`config.mk`:
```
export PLATFORM = sky130hd
export DESIGN_NAME = ext_clk_fail_mon
export DESIGN_NICKNAME = d
export VERILOG_FILES = /design/src/rtl/cfm_pkg.sv /design/src/rtl/cfm_edge_sync.sv /design/src/rtl/cfm_gap_watch.sv /design/src/rtl/cfm_trip_ctrl.sv /design/src/rtl/ext_clk_fail_mon.sv
export SDC_FILE = /design/constraint.sdc
export NUM_CORES = 1
export LEC_CHECK = 0
export BUFFER_PORTS_ARGS = -buffer_cell sky130_fd_sc_hd__buf_2
export CORE_MARGIN = 2
export CORE_UTILIZATION = 25
export DETAILED_ROUTE_END_ITERATION = 6
export PLACE_DENSITY = 0.5
export SETUP_SLACK_MARGIN = 0.3
export SYNTH_ARGS = -nofsm -noshare
export SYNTH_HDL_FRONTEND = slang
export SYNTH_HIERARCHICAL = 1
export SYNTH_SLANG_ARGS = --single-unit
```
`constraint.sdc`:
```
create_clock -name clk_ref -period 2.14 [get_ports clk_ref]
set_input_delay 0.535 -clock clk_ref [delete_from_list [all_inputs] [get_ports clk_ref]]
set_output_delay 0.535 -clock clk_ref [all_outputs]
set_load 0.005 [all_outputs]
```
`src/rtl/cfm_pkg.sv`:
```
package cfm_pkg;

   typedef enum logic {
      EDGE_RISE = 1'b0,
      EDGE_BOTH = 1'b1
   } edge_mode_e;

   function automatic int cnt_bits(input int limit);
      return (limit < 2) ? 1 : $clog2(limit);
   endfunction

endpackage

```
`src/rtl/cfm_edge_sync.sv`:
```
module cfm_edge_sync #(
   parameter int                 STAGES = 2,
   parameter cfm_pkg::edge_mode_e MODE  = cfm_pkg::EDGE_BOTH
) (
   input  logic clk,
   input  logic rst_n,
   input  logic async_in,
   output logic edge_seen
);

   // chain[STAGES-1] is the synchronised value, chain[STAGES] its history
   logic [STAGES:0] chain;
   logic            sync_now;
   logic            sync_old;

   always_ff @(posedge clk or negedge rst_n) begin
      if (!rst_n) chain <= '0;
      else        chain <= {chain[STAGES-1:0], async_in};
   end

   assign sync_now = chain[STAGES-1];
   assign sync_old = chain[STAGES];

   generate
      if (MODE == cfm_pkg::EDGE_BOTH) begin : g_both
         assign edge_seen = sync_now ^ sync_old;
      end else begin : g_rise
         assign edge_seen = sync_now & ~sync_old;
      end
   endgenerate

endmodule

```
`src/rtl/cfm_gap_watch.sv`:
```
module cfm_gap_watch #(
   parameter int TIMEOUT = 16
) (
   input  logic clk,
   input  logic rst_n,
   input  logic armed,
   input  logic edge_seen,
   output logic fail_now
);

   localparam int             CNT_W = cfm_pkg::cnt_bits(TIMEOUT);
   localparam logic [CNT_W-1:0] LAST = CNT_W'(TIMEOUT - 1);

   logic [CNT_W-1:0] gap_q;
   logic             at_limit;

   assign at_limit = (gap_q == LAST);
   assign fail_now = armed & ~edge_seen & at_limit;

   always_ff @(posedge clk or negedge rst_n) begin
      if (!rst_n)                 gap_q <= '0;
      else if (!armed || edge_seen) gap_q <= '0;
      else if (at_limit)          gap_q <= '0;
      else                        gap_q <= gap_q + 1'b1;
   end

endmodule

```
`src/rtl/cfm_trip_ctrl.sv`:
```
module cfm_trip_ctrl (
   input  logic clk,
   input  logic rst_n,
   input  logic fail_now,
   input  logic sw_osc_on,
   input  logic flag_clr,
   output logic tripped,
   output logic brk_pulse,
   output logic nmi_flag
);

   always_ff @(posedge clk or negedge rst_n) begin
      if (!rst_n)          tripped <= 1'b0;
      else if (!sw_osc_on) tripped <= 1'b0;
      else if (fail_now)   tripped <= 1'b1;
   end

   always_ff @(posedge clk or negedge rst_n) begin
      if (!rst_n) brk_pulse <= 1'b0;
      else        brk_pulse <= fail_now;
   end

   // a fresh failure outranks a clear arriving on the same edge
   always_ff @(posedge clk or negedge rst_n) begin
      if (!rst_n)        nmi_flag <= 1'b0;
      else if (fail_now) nmi_flag <= 1'b1;
      else if (flag_clr) nmi_flag <= 1'b0;
   end

endmodule

```
`src/rtl/ext_clk_fail_mon.sv`:
```
module ext_clk_fail_mon #(
   parameter int                  TIMEOUT     = 16,
   parameter int                  SYNC_STAGES = 2,
   parameter cfm_pkg::edge_mode_e EDGE_MODE   = cfm_pkg::EDGE_BOTH
) (
   input  logic clk_ref,
   input  logic rst_n,
   input  logic ext_clk,
   input  logic sw_osc_on,
   input  logic osc_ready,
   input  logic mon_enable,
   input  logic flag_clr,
   output logic osc_enable,
   output logic mon_active,
   output logic brk_pulse,
   output logic nmi_flag
);

   generate
      if (TIMEOUT < 2) begin : g_bad_timeout
         $error("TIMEOUT must be at least 2");
      end
      if (SYNC_STAGES < 2) begin : g_bad_sync
         $error("SYNC_STAGES must be at least 2");
      end
   endgenerate

   logic edge_seen;
   logic fail_now;
   logic tripped;

   assign osc_enable = sw_osc_on & ~tripped;
   assign mon_active = mon_enable & osc_ready & osc_enable;

   cfm_edge_sync #(
      .STAGES (SYNC_STAGES),
      .MODE   (EDGE_MODE)
   ) sync_i (
      .clk       (clk_ref),
      .rst_n     (rst_n),
      .async_in  (ext_clk),
      .edge_seen (edge_seen)
   );

   cfm_gap_watch #(
      .TIMEOUT (TIMEOUT)
   ) watch_i (
      .clk       (clk_ref),
      .rst_n     (rst_n),
      .armed     (mon_active),
      .edge_seen (edge_seen),
      .fail_now  (fail_now)
   );

   cfm_trip_ctrl trip_i (
      .clk       (clk_ref),
      .rst_n     (rst_n),
      .fail_now  (fail_now),
      .sw_osc_on (sw_osc_on),
      .flag_clr  (flag_clr),
      .tripped   (tripped),
      .brk_pulse (brk_pulse),
      .nmi_flag  (nmi_flag)
   );

endmodule

```
======== Word level (Yosys, flattened, before mapping) ========
Index checks and enable logic that the tools add are counted.
storage, ports and cells
  register bits ........................... 10
  input port bits ......................... 7
  output and inout bits ................... 4
  logic and storage cells ................. 25
cells by class
  add/sub/neg operators ................... 1
  equality and inequality tests ........... 2
  muxes and demuxes ....................... 6
  bitwise operators ....................... 8
  reduce and logical (&&, ||, !) cells .... 3
operators by type and width
  kind                   count
  $mux W4                2
  $and A1 B1 Y1          5
  $add A4 B1 Y4 const B  1
  $eq A4 B4 Y1 const B   1
  $mux W1                4
  $ne A2 B1 Y1 const B   1
  $not A1 Y1             2
  $reduce_bool A2 Y1     1
  $logic_not A1 Y1       1
  $logic_or A1 B1 Y1     1
  $xor A1 B1 Y1          1

======== Longest topological paths before layout ========
Gate-level depths: netlist of run 1.
  word-level depth ........................ 7
  gate-level depth with buffers ........... 4
  gate-level depth less buffers ........... 4

======== By module ========
The synthesis of run 1 kept the hierarchy.
modules (own cells, without submodules)
  module            times used  cells an instance  area an instance (µm²)
  cfm_gap_watch     1           16                 177.7
  cfm_trip_ctrl     1           6                  93.8
  cfm_edge_sync     1           4                  83.8
  ext_clk_fail_mon  1           2                  18.8

======== Worst setup path after synthesis of run 1 ========
Ideal clock, no wire load.
  path type ............................... input -> output
  from .................................... input port sw_osc_on
  to ...................................... output port mon_active
  arrival time ............................ 0.747 ns
  required time ........................... 1.605 ns
  setup slack ............................. 0.858 ns
  cell stages on the path ................. 1
  cell sequence ........................... and4b_1
on the way
  word-level cells in the longest chain between the ends .. 2
RTL lines
  what           line                    RTL
  from (decl)    ext_clk_fail_mon.sv:9   input logic sw_osc_on,
  $and A1 B1 Y1  ext_clk_fail_mon.sv:32  assign osc_enable = sw_osc_on & ~tripped;
  $and A1 B1 Y1  ext_clk_fail_mon.sv:33  assign mon_active = mon_enable & osc_ready & osc_enable;
  to (decl)      ext_clk_fail_mon.sv:14  output logic mon_active,
No other way between the ends.

======== Worst setup path after layout of run 1 ========
  from .................................... register trip_i.tripped
  to ...................................... output port mon_active
on the way
  word-level cells in the longest chain between the ends .. 3
RTL lines
  what                    line                    RTL
  from (decl)             cfm_trip_ctrl.sv:7      output logic tripped,
  from (signal assigned)  cfm_trip_ctrl.sv:13     if (!rst_n) tripped <= 1'b0;
  from (signal assigned)  cfm_trip_ctrl.sv:14     else if (!sw_osc_on) tripped <= 1'b0;
  from (signal assigned)  cfm_trip_ctrl.sv:15     else if (fail_now) tripped <= 1'b1;
  $not A1 Y1              ext_clk_fail_mon.sv:32
  $and A1 B1 Y1           ext_clk_fail_mon.sv:32
  $and A1 B1 Y1           ext_clk_fail_mon.sv:33
No other way between the ends.

==> reports/metrics.csv, run 1 <==
stage,metric,value,unit
status,result of the run,"complete, no violations",
placement,Buffers on Ports,10,
synth,"Avg Cell Area, Syn",13.4,µm²
timing,"Hold Violations, Final",0,
synth,Cells after Synth,28,
critical_path,critical path endpoint category,output port,
timing,worst hold slack,115,ps
clock_tree,CTS Hold Bufs,0,
synth,post-synth top area share,66.9,%
synth,Yosys top cell by area,dfrtp_1,
critical_path,reg2reg start,trip_i/tripped,
layout,share of layout cells above drive strength 1,35.7,%
floorplanning,initial core utilization,27.7,%
floorplanning,die height,42.7,µm
synth,post-synthesis adder-cell area fraction,3.34,%
clock_tree,CTS tree,done,
clock_tree,Post-CTS Setup Bufs,0,
floorplanning,Site Rows,13,
synth,post-synthesis sequential area ratio,66.9,%
critical_path,FF-to-FF End,trip_i/tripped,
critical_path,CP Max Fanout,3,
layout,"commonest cells after routing, fill and taps aside","buf_2 (10), dfrtp_1 (10), clkbuf_4 (3), nor2_1 (3)",
timing,Slew headroom,85.9,%
clock_tree,Clock Path Buffers,2,
global_routing,GRT Total Usage,8.04,%
critical_path,Worst Setup Start Kind,flop,
route,detail-routed via count per cell,4.40,
route,post-route ant nets,0,
synth,Netlist cell types,15,
synth,synth top area cells,"dfrtp_1 (67%), a21o_1 (4.0%), ha_1 (3.3%)",
global_routing,vias in the first global route,265,
placement,Placer Congestion,0.632,
synth,Post-Synth XOR/XNOR Area,4.68,%
global_routing,first-pass GRT wire length,1010,µm
floorplanning,core area,1350,µm²
layout,sequential cell area,250,µm²
route,Routed WL per cell,9.86,µm
route,initial DRC count,1,
clock_tree,post_cts resized,0,
synth,Synth Area in Simple Gates,13.0,%
critical_path,"Arr. time, crit path",1030,ps
power_and_ir_drop,LEAKAGE,0.000259,µW
power_and_ir_drop,Peak VDD IR,0.355,mV
clock_tree,later-pin clock latency in the skew report,260,ps
floorplanning,Die Width,42.7,µm
critical_path,critical path class,reg -> out,
route,routed vias,251,
layout,diode count,0,
global_routing,largest net degree at the start of global routing,11,
placement,dpl hpwl,432,µm
timing,Final Max Tran Viols,0,
critical_path,Crit. Startpoint,trip_i/tripped,
route,final WL,562,µm
job,maxcap violations,0,
synth,number of synthesized register bits,10,
layout,area occupied by multi-input gates,116,µm²
timing,Fmax achieved,640,MHz
layout,NumNets Final,51,
layout,P&R area growth vs syn,28.1,%
route,Detailed Routing Iterations Pass 1,2,
timing,Worst-Margin Slew,210,ps
critical_path,CP required,1600,ps
power_and_ir_drop,Pwr Total,376,µW
synth,Mapped Area,374,µm²
critical_path,worst-case reg-to-reg path depth,4,
clock_tree,Worst-path clk slew,70,ps
worst_hold_path,Hold Path Class,in -> async,
timing,Tcrit/Tclk final,73.0,%
floorplanning,die area,1820,µm²
synth,post-synthesis mux area share,0,%
timing,unrepaired setup endpoints after global routing,no,
timing,worst clock skew,2.17,ps
layout,Layout fillers,130,
floorplanning,Boundary Pins,11,
route,DRC violations left,0,
critical_path,r2r setup slk,930,ps
timing,Period minus WS final,1560,ps
synth,Mapped Nets,36,
synth,Compound-Gate Fraction of Synth Area,10.0,%
clock_tree,CTS buffer count,3,
clock_tree,# clock sinks,10,
critical_path,Worst Setup EP,mon_active,
synth,Ys Warns,6,
timing,Setup TNS,0,ps
global_routing,total congestion overflow,0,
global_routing,initial antenna violation count,0,
timing,Final setup viols,0,
power_and_ir_drop,Power Dens Cells,784,nW/µm²
clock_tree,root buffer cell,clkbuf_4,
synth,largest family of logic cells by synthesized area,simple AND/OR/NAND/NOR gates,
clock_tree,H-tree levels,1,
==> where the power goes <==
group	internal [µW]	switching, µW
clock	103	62.3
sequential	193	1.91
combinational	8.07	7.90
==> synthesized netlist by cell type <==
cell       n
dfrtp_1   10
nor2_1     3
a21o_1     2
inv_1      2
a311oi_1   1
a31oi_1    1
and2b_2    1
and4b_1    1
ha_1       1
nand2b_1   1
nand3_1    1
nor3b_1    1
o21a_1     1
xnor2_1    1
xor2_1     1
==> logic make-up (layout without fill, tap and decap cells) <==
group,after synthesis,count (layout)
AOI/OAI and AO/OA,5,5
xor gates and xnor gates,2,2
adders and majority gates,1,1
buffers and inverters,2,16
DFF,10,10
and+or+nand+nor,8,8
==> layer usage <==
metal / vias to the layer above / share of wire, % / wire [µm] / GRT usage [%]
met5: - / 0 / 0 / 0
met4: 0 / 0 / 0 / 3.75
met3: 0 / 6.8 / 38 / 6.38
met2: 8 / 49 / 274 / 13.3
met1: 119 / 44 / 249 / 6.90
li1: 124 / - / - / -
==> worst min path at each step <==
stage	startpoint	end	slack [ps]	depth (start not counted)
2_1_floorplan	rst_n	sync_i/chain[0]	240	0
3_3_place_gp	sync_i/chain[0]	sync_i/chain[1]	340	0
3_5_place_dp	sync_i/chain[0]	sync_i/chain[1]	340	0
4_1_cts	rst_n	trip_i/brk_pulse	120	1
5_1_grt	rst_n	sync_i/chain[2]	120	1
6_report	rst_n	trip_i/nmi_flag	120	1
==> worst max-delay path, stage by stage, from the launching register on <==
cell and delay [ps]:
dfrtp_1 390, and4b_1 260, buf_2 120
==> registers in the layout (all words and copies together) (netlist names) <==
register          flops
sync_i/chain          3
watch_i/gap_q         4
trip_i/nmi_flag       1
trip_i/brk_pulse      1
trip_i/tripped        1
==> cell type report <==
class                      instances  share of cell area (%)
clock buffer                       4                    7.57
tap                               15                    3.92
sequential                        10                    52.2
inverter                           2                    1.57
timing repair buffer              10                    10.4
multi-input combinational         16                    24.3
==> per-stage QoR <==
step / utilization [%] / worst slack, ps / std cells / area (µm²)
6_report: 35.5 / 578 / 57 / 479
3_3_place_gp: 32.8 / 640 / 53 / 443
3_5_place_dp: 32.8 / 629 / 53 / 443
5_1_grt: 35.5 / 519 / 57 / 479
4_1_cts: 35.5 / 555 / 57 / 479
2_1_floorplan: - / 858 / 28 / 374
(Power assumes the default switching activity.)
==> inputs of run 2 (changes only) <==
--- a/config.mk
+++ b/config.mk
@@ -9,7 +9,7 @@
 export CORE_MARGIN = 2
 export CORE_UTILIZATION = 25
 export DETAILED_ROUTE_END_ITERATION = 6
-export PLACE_DENSITY = 0.5
+export PLACE_DENSITY = 0.51
 export SETUP_SLACK_MARGIN = 0.3
 export SYNTH_ARGS = -nofsm -noshare
 export SYNTH_HDL_FRONTEND = slang
==> constraint.sdc (replaced) <==
create_clock -name clk_ref -period 1.3 [get_ports clk_ref]
set_input_delay 0.325 -clock clk_ref [delete_from_list [all_inputs] [get_ports clk_ref]]
set_output_delay 0.325 -clock clk_ref [all_outputs]
set_load 0.005 [all_outputs]
==> reports/metrics.csv, run 2 (synthesis results as in run 1) <==
stage,metric,value,unit,change
route,Detailed Routing Iterations Pass 1,4,,was 2
global_routing,initial antenna violation count,0,,unchanged
floorplanning,initial core utilization,27.7,%,unchanged
placement,Buffers on Ports,10,,unchanged
power_and_ir_drop,Clk pwr share,35.7,%,was 44.0%
floorplanning,core area,1350,µm²,unchanged
global_routing,GRT Total Usage,9.40,%,was 8.04%
status,failing checks,negative setup slack,,
global_routing,GR Util met2,16.4,%,was 13.3%
critical_path,"slowest stage delay, CP",390,ps,about the same
clock_tree,# clock sinks,10,,unchanged
power_and_ir_drop,Int Power,446,µW,was 304 µW
power_and_ir_drop,NetSw,115,µW,was 72.2 µW
global_routing,"Most Used Layer, Global Route",met2,,unchanged
power_and_ir_drop,Power Dens Cells,1030,nW/µm²,was 784 nW/µm²
route,DRC violations left,0,,unchanged
global_routing,first-pass GRT wire length,1270,µm,was 1010 µm
route,routed vias,286,,was 251
floorplanning,die height,42.7,µm,unchanged
global_routing,met3 GRT Util,1.70,%,was 6.38%
status,result of the run,finished with violations,,"was complete, no violations"
floorplanning,Site Rows,13,,unchanged
critical_path,crit path max-delay cell type,dfrtp_1,,unchanged
timing,worst clock skew,3.13,ps,was 2.17 ps
timing,Slew headroom,85.4,%,was 85.9%
global_routing,largest net degree at the start of global routing,11,,unchanged
layout,Layout fillers,138,,was 130
route,final WL,769,µm,was 562 µm
floorplanning,die area,1820,µm²,unchanged
route,post-route ant nets,0,,unchanged
layout,P&R area growth vs syn,45.5,%,was 28.1%
clock_tree,CTS buffer count,3,,unchanged
clock_tree,CTS tree,done,,unchanged
critical_path,Worst Setup Start Kind,flop,,unchanged
power_and_ir_drop,part of the power in registers,57.2,%,was 51.7%
global_routing,grt met1 use,9.65,%,was 6.90%
floorplanning,Boundary Pins,11,,unchanged
critical_path,"Arr. time, crit path",1010,ps,was 1030 ps
layout,share of layout cells above drive strength 1,53.2,%,was 35.7%
layout,NumNets Final,57,,was 51
timing,worst hold slack,171,ps,was 115 ps
critical_path,Crit. Startpoint,trip_i/tripped,,unchanged
timing,final setup margin,-37.1,ps,was 578 ps
route,initial DRC count,10,,was 1
critical_path,CP cell instances,"and4b_1, buf_2",,unchanged
timing,unrepaired setup endpoints after global routing,yes,,was no
clock_tree,H-tree levels,1,,unchanged
worst_hold_path,Hold Path Class,in -> reg,,was in -> async
timing,"Hold Violations, Final",0,,unchanged
clock_tree,root buffer cell,clkbuf_4,,unchanged
layout,diode count,0,,unchanged
clock_tree,later-pin clock latency in the skew report,250,ps,was 260 ps
floorplanning,Die Width,42.7,µm,unchanged
placement,DP Worst Slack,85.9,ps,was 629 ps
route,detail-routed via count per cell,4.61,,was 4.40
placement,Placer Congestion,0.704,,was 0.632
power_and_ir_drop,Switching Share,20.4,%,was 19.2%
layout,Biggest register,watch_i/gap_q,,unchanged
worst_hold_path,hold_sp,ext_clk,,
job,maxcap violations,0,,unchanged
layout,biggest regs,"watch_i/gap_q x4, sync_i/chain x3",,unchanged
global_routing,total congestion overflow,0,,unchanged
critical_path,critical path endpoint category,output port,,unchanged
power_and_ir_drop,LEAKAGE,0.000287,µW,was 0.000259 µW
critical_path,critical path class,reg -> out,,unchanged
route,Routed WL per cell,12.4,µm,was 9.86 µm
critical_path,reg2reg start,trip_i/tripped,,unchanged
layout,"commonest cells after routing, fill and taps aside","buf_2 (10), dfrtp_1 (10), buf_4 (5)",,"was buf_2 (10), dfrtp_1 (10), clkbuf_4 (3), nor2_1 (3)"
timing,Tcrit/Tclk final,103,%,
timing,Worst-Margin Slew,220,ps,was 210 ps
critical_path,CP required,980,ps,was 1600 ps
timing,Fmax achieved,748,MHz,
power_and_ir_drop,Peak VDD IR,0.627,mV,was 0.355 mV
clock_tree,Worst-path clk slew,60,ps,was 70 ps
global_routing,vias in the first global route,302,,was 265
timing,Period minus WS final,1340,ps,
layout,max reg flops,4,,unchanged
timing,Final setup viols,1,,was 0
timing,Final Max Tran Viols,0,,unchanged
power_and_ir_drop,Comb power frac,7.1,%,was 4.2%
critical_path,CP Max Fanout,3,,unchanged
clock_tree,Clock Path Buffers,2,,unchanged
[run 2: cell types whose count changed in the layout (fill, tap and decap cells not counted), sizes merged]
cell and delta:
buf +5, clkbuf -1, dlygate4sd3 +1
[run 2: repair_timing]
item / in CTS / in global routing
hold buffers: 1 / 0
gates cloned: 0 / 0
endpoints found under the setup margin: 11 / 11
gates resized for setup: 5 / 1
hold endpoints to repair: 10 / 0
setup buffers: 2 / 3
pin swaps: 2 / 1
[run 2: routing by layer]
layer  wire, µm  share of wire [%]  up-vias
met5          0                  0        -
met4          0                  0        0
met3         45                5.9        0
met2        430                 56        9
met1        293                 38      143
li1           -                  -      134
[run 2: per-stage QoR]
step,cell area (µm²),total power [µW],utilization (%),cells,TNS [ps]
final,544,561,40.3,62,-37.1
after global routing,544,601,40.3,62,-119
after CTS,519,567,38.5,59,-53.1
after detailed placement,448,354,33.2,53,0
after global placement,448,353,33.2,53,0
after floorplan,379,335,-,28,0
[run 2: power by group through the flow]
stage	clock network (µW)	registers (µW)	logic, µW
after floorplan	0	325	9.06
after global placement	0	326	26.7
after detailed placement	0	326	27.6
after CTS	209	321	37.4
after global routing	235	321	45.2
final	200	321	40.0
[run 2: final cells by class]
class	count	area (µm²)	area share, %
Timing Repair Buffer	16	97.6	17.9
Multi-Input combinational cell	16	148	27.1
Tap cell	15	18.8	3.45
Inverter	2	7.51	1.38
Clock buffer	3	22.5	4.14
Sequential cell	10	250	46.0
[run 2: worst max-delay path, delay by kind of cell (launching register included)]
kind,cells,cell delay (ps)
DFF,1,390
buffers and inverters,1,110
and+or+nand+nor,1,260
[run 2: worst paths after layout]
check                                   end  slack, ps  cells past startpoint
max reg2reg                  trip_i/tripped        140                      5
min                         sync_i/chain[0]        170                      1
min reg2reg                 sync_i/chain[1]        360                      0
max in group asynchronous  watch_i/gap_q[0]        660                      2
max                              mon_active        -40                      2
min in group asynchronous   sync_i/chain[0]        450                      2
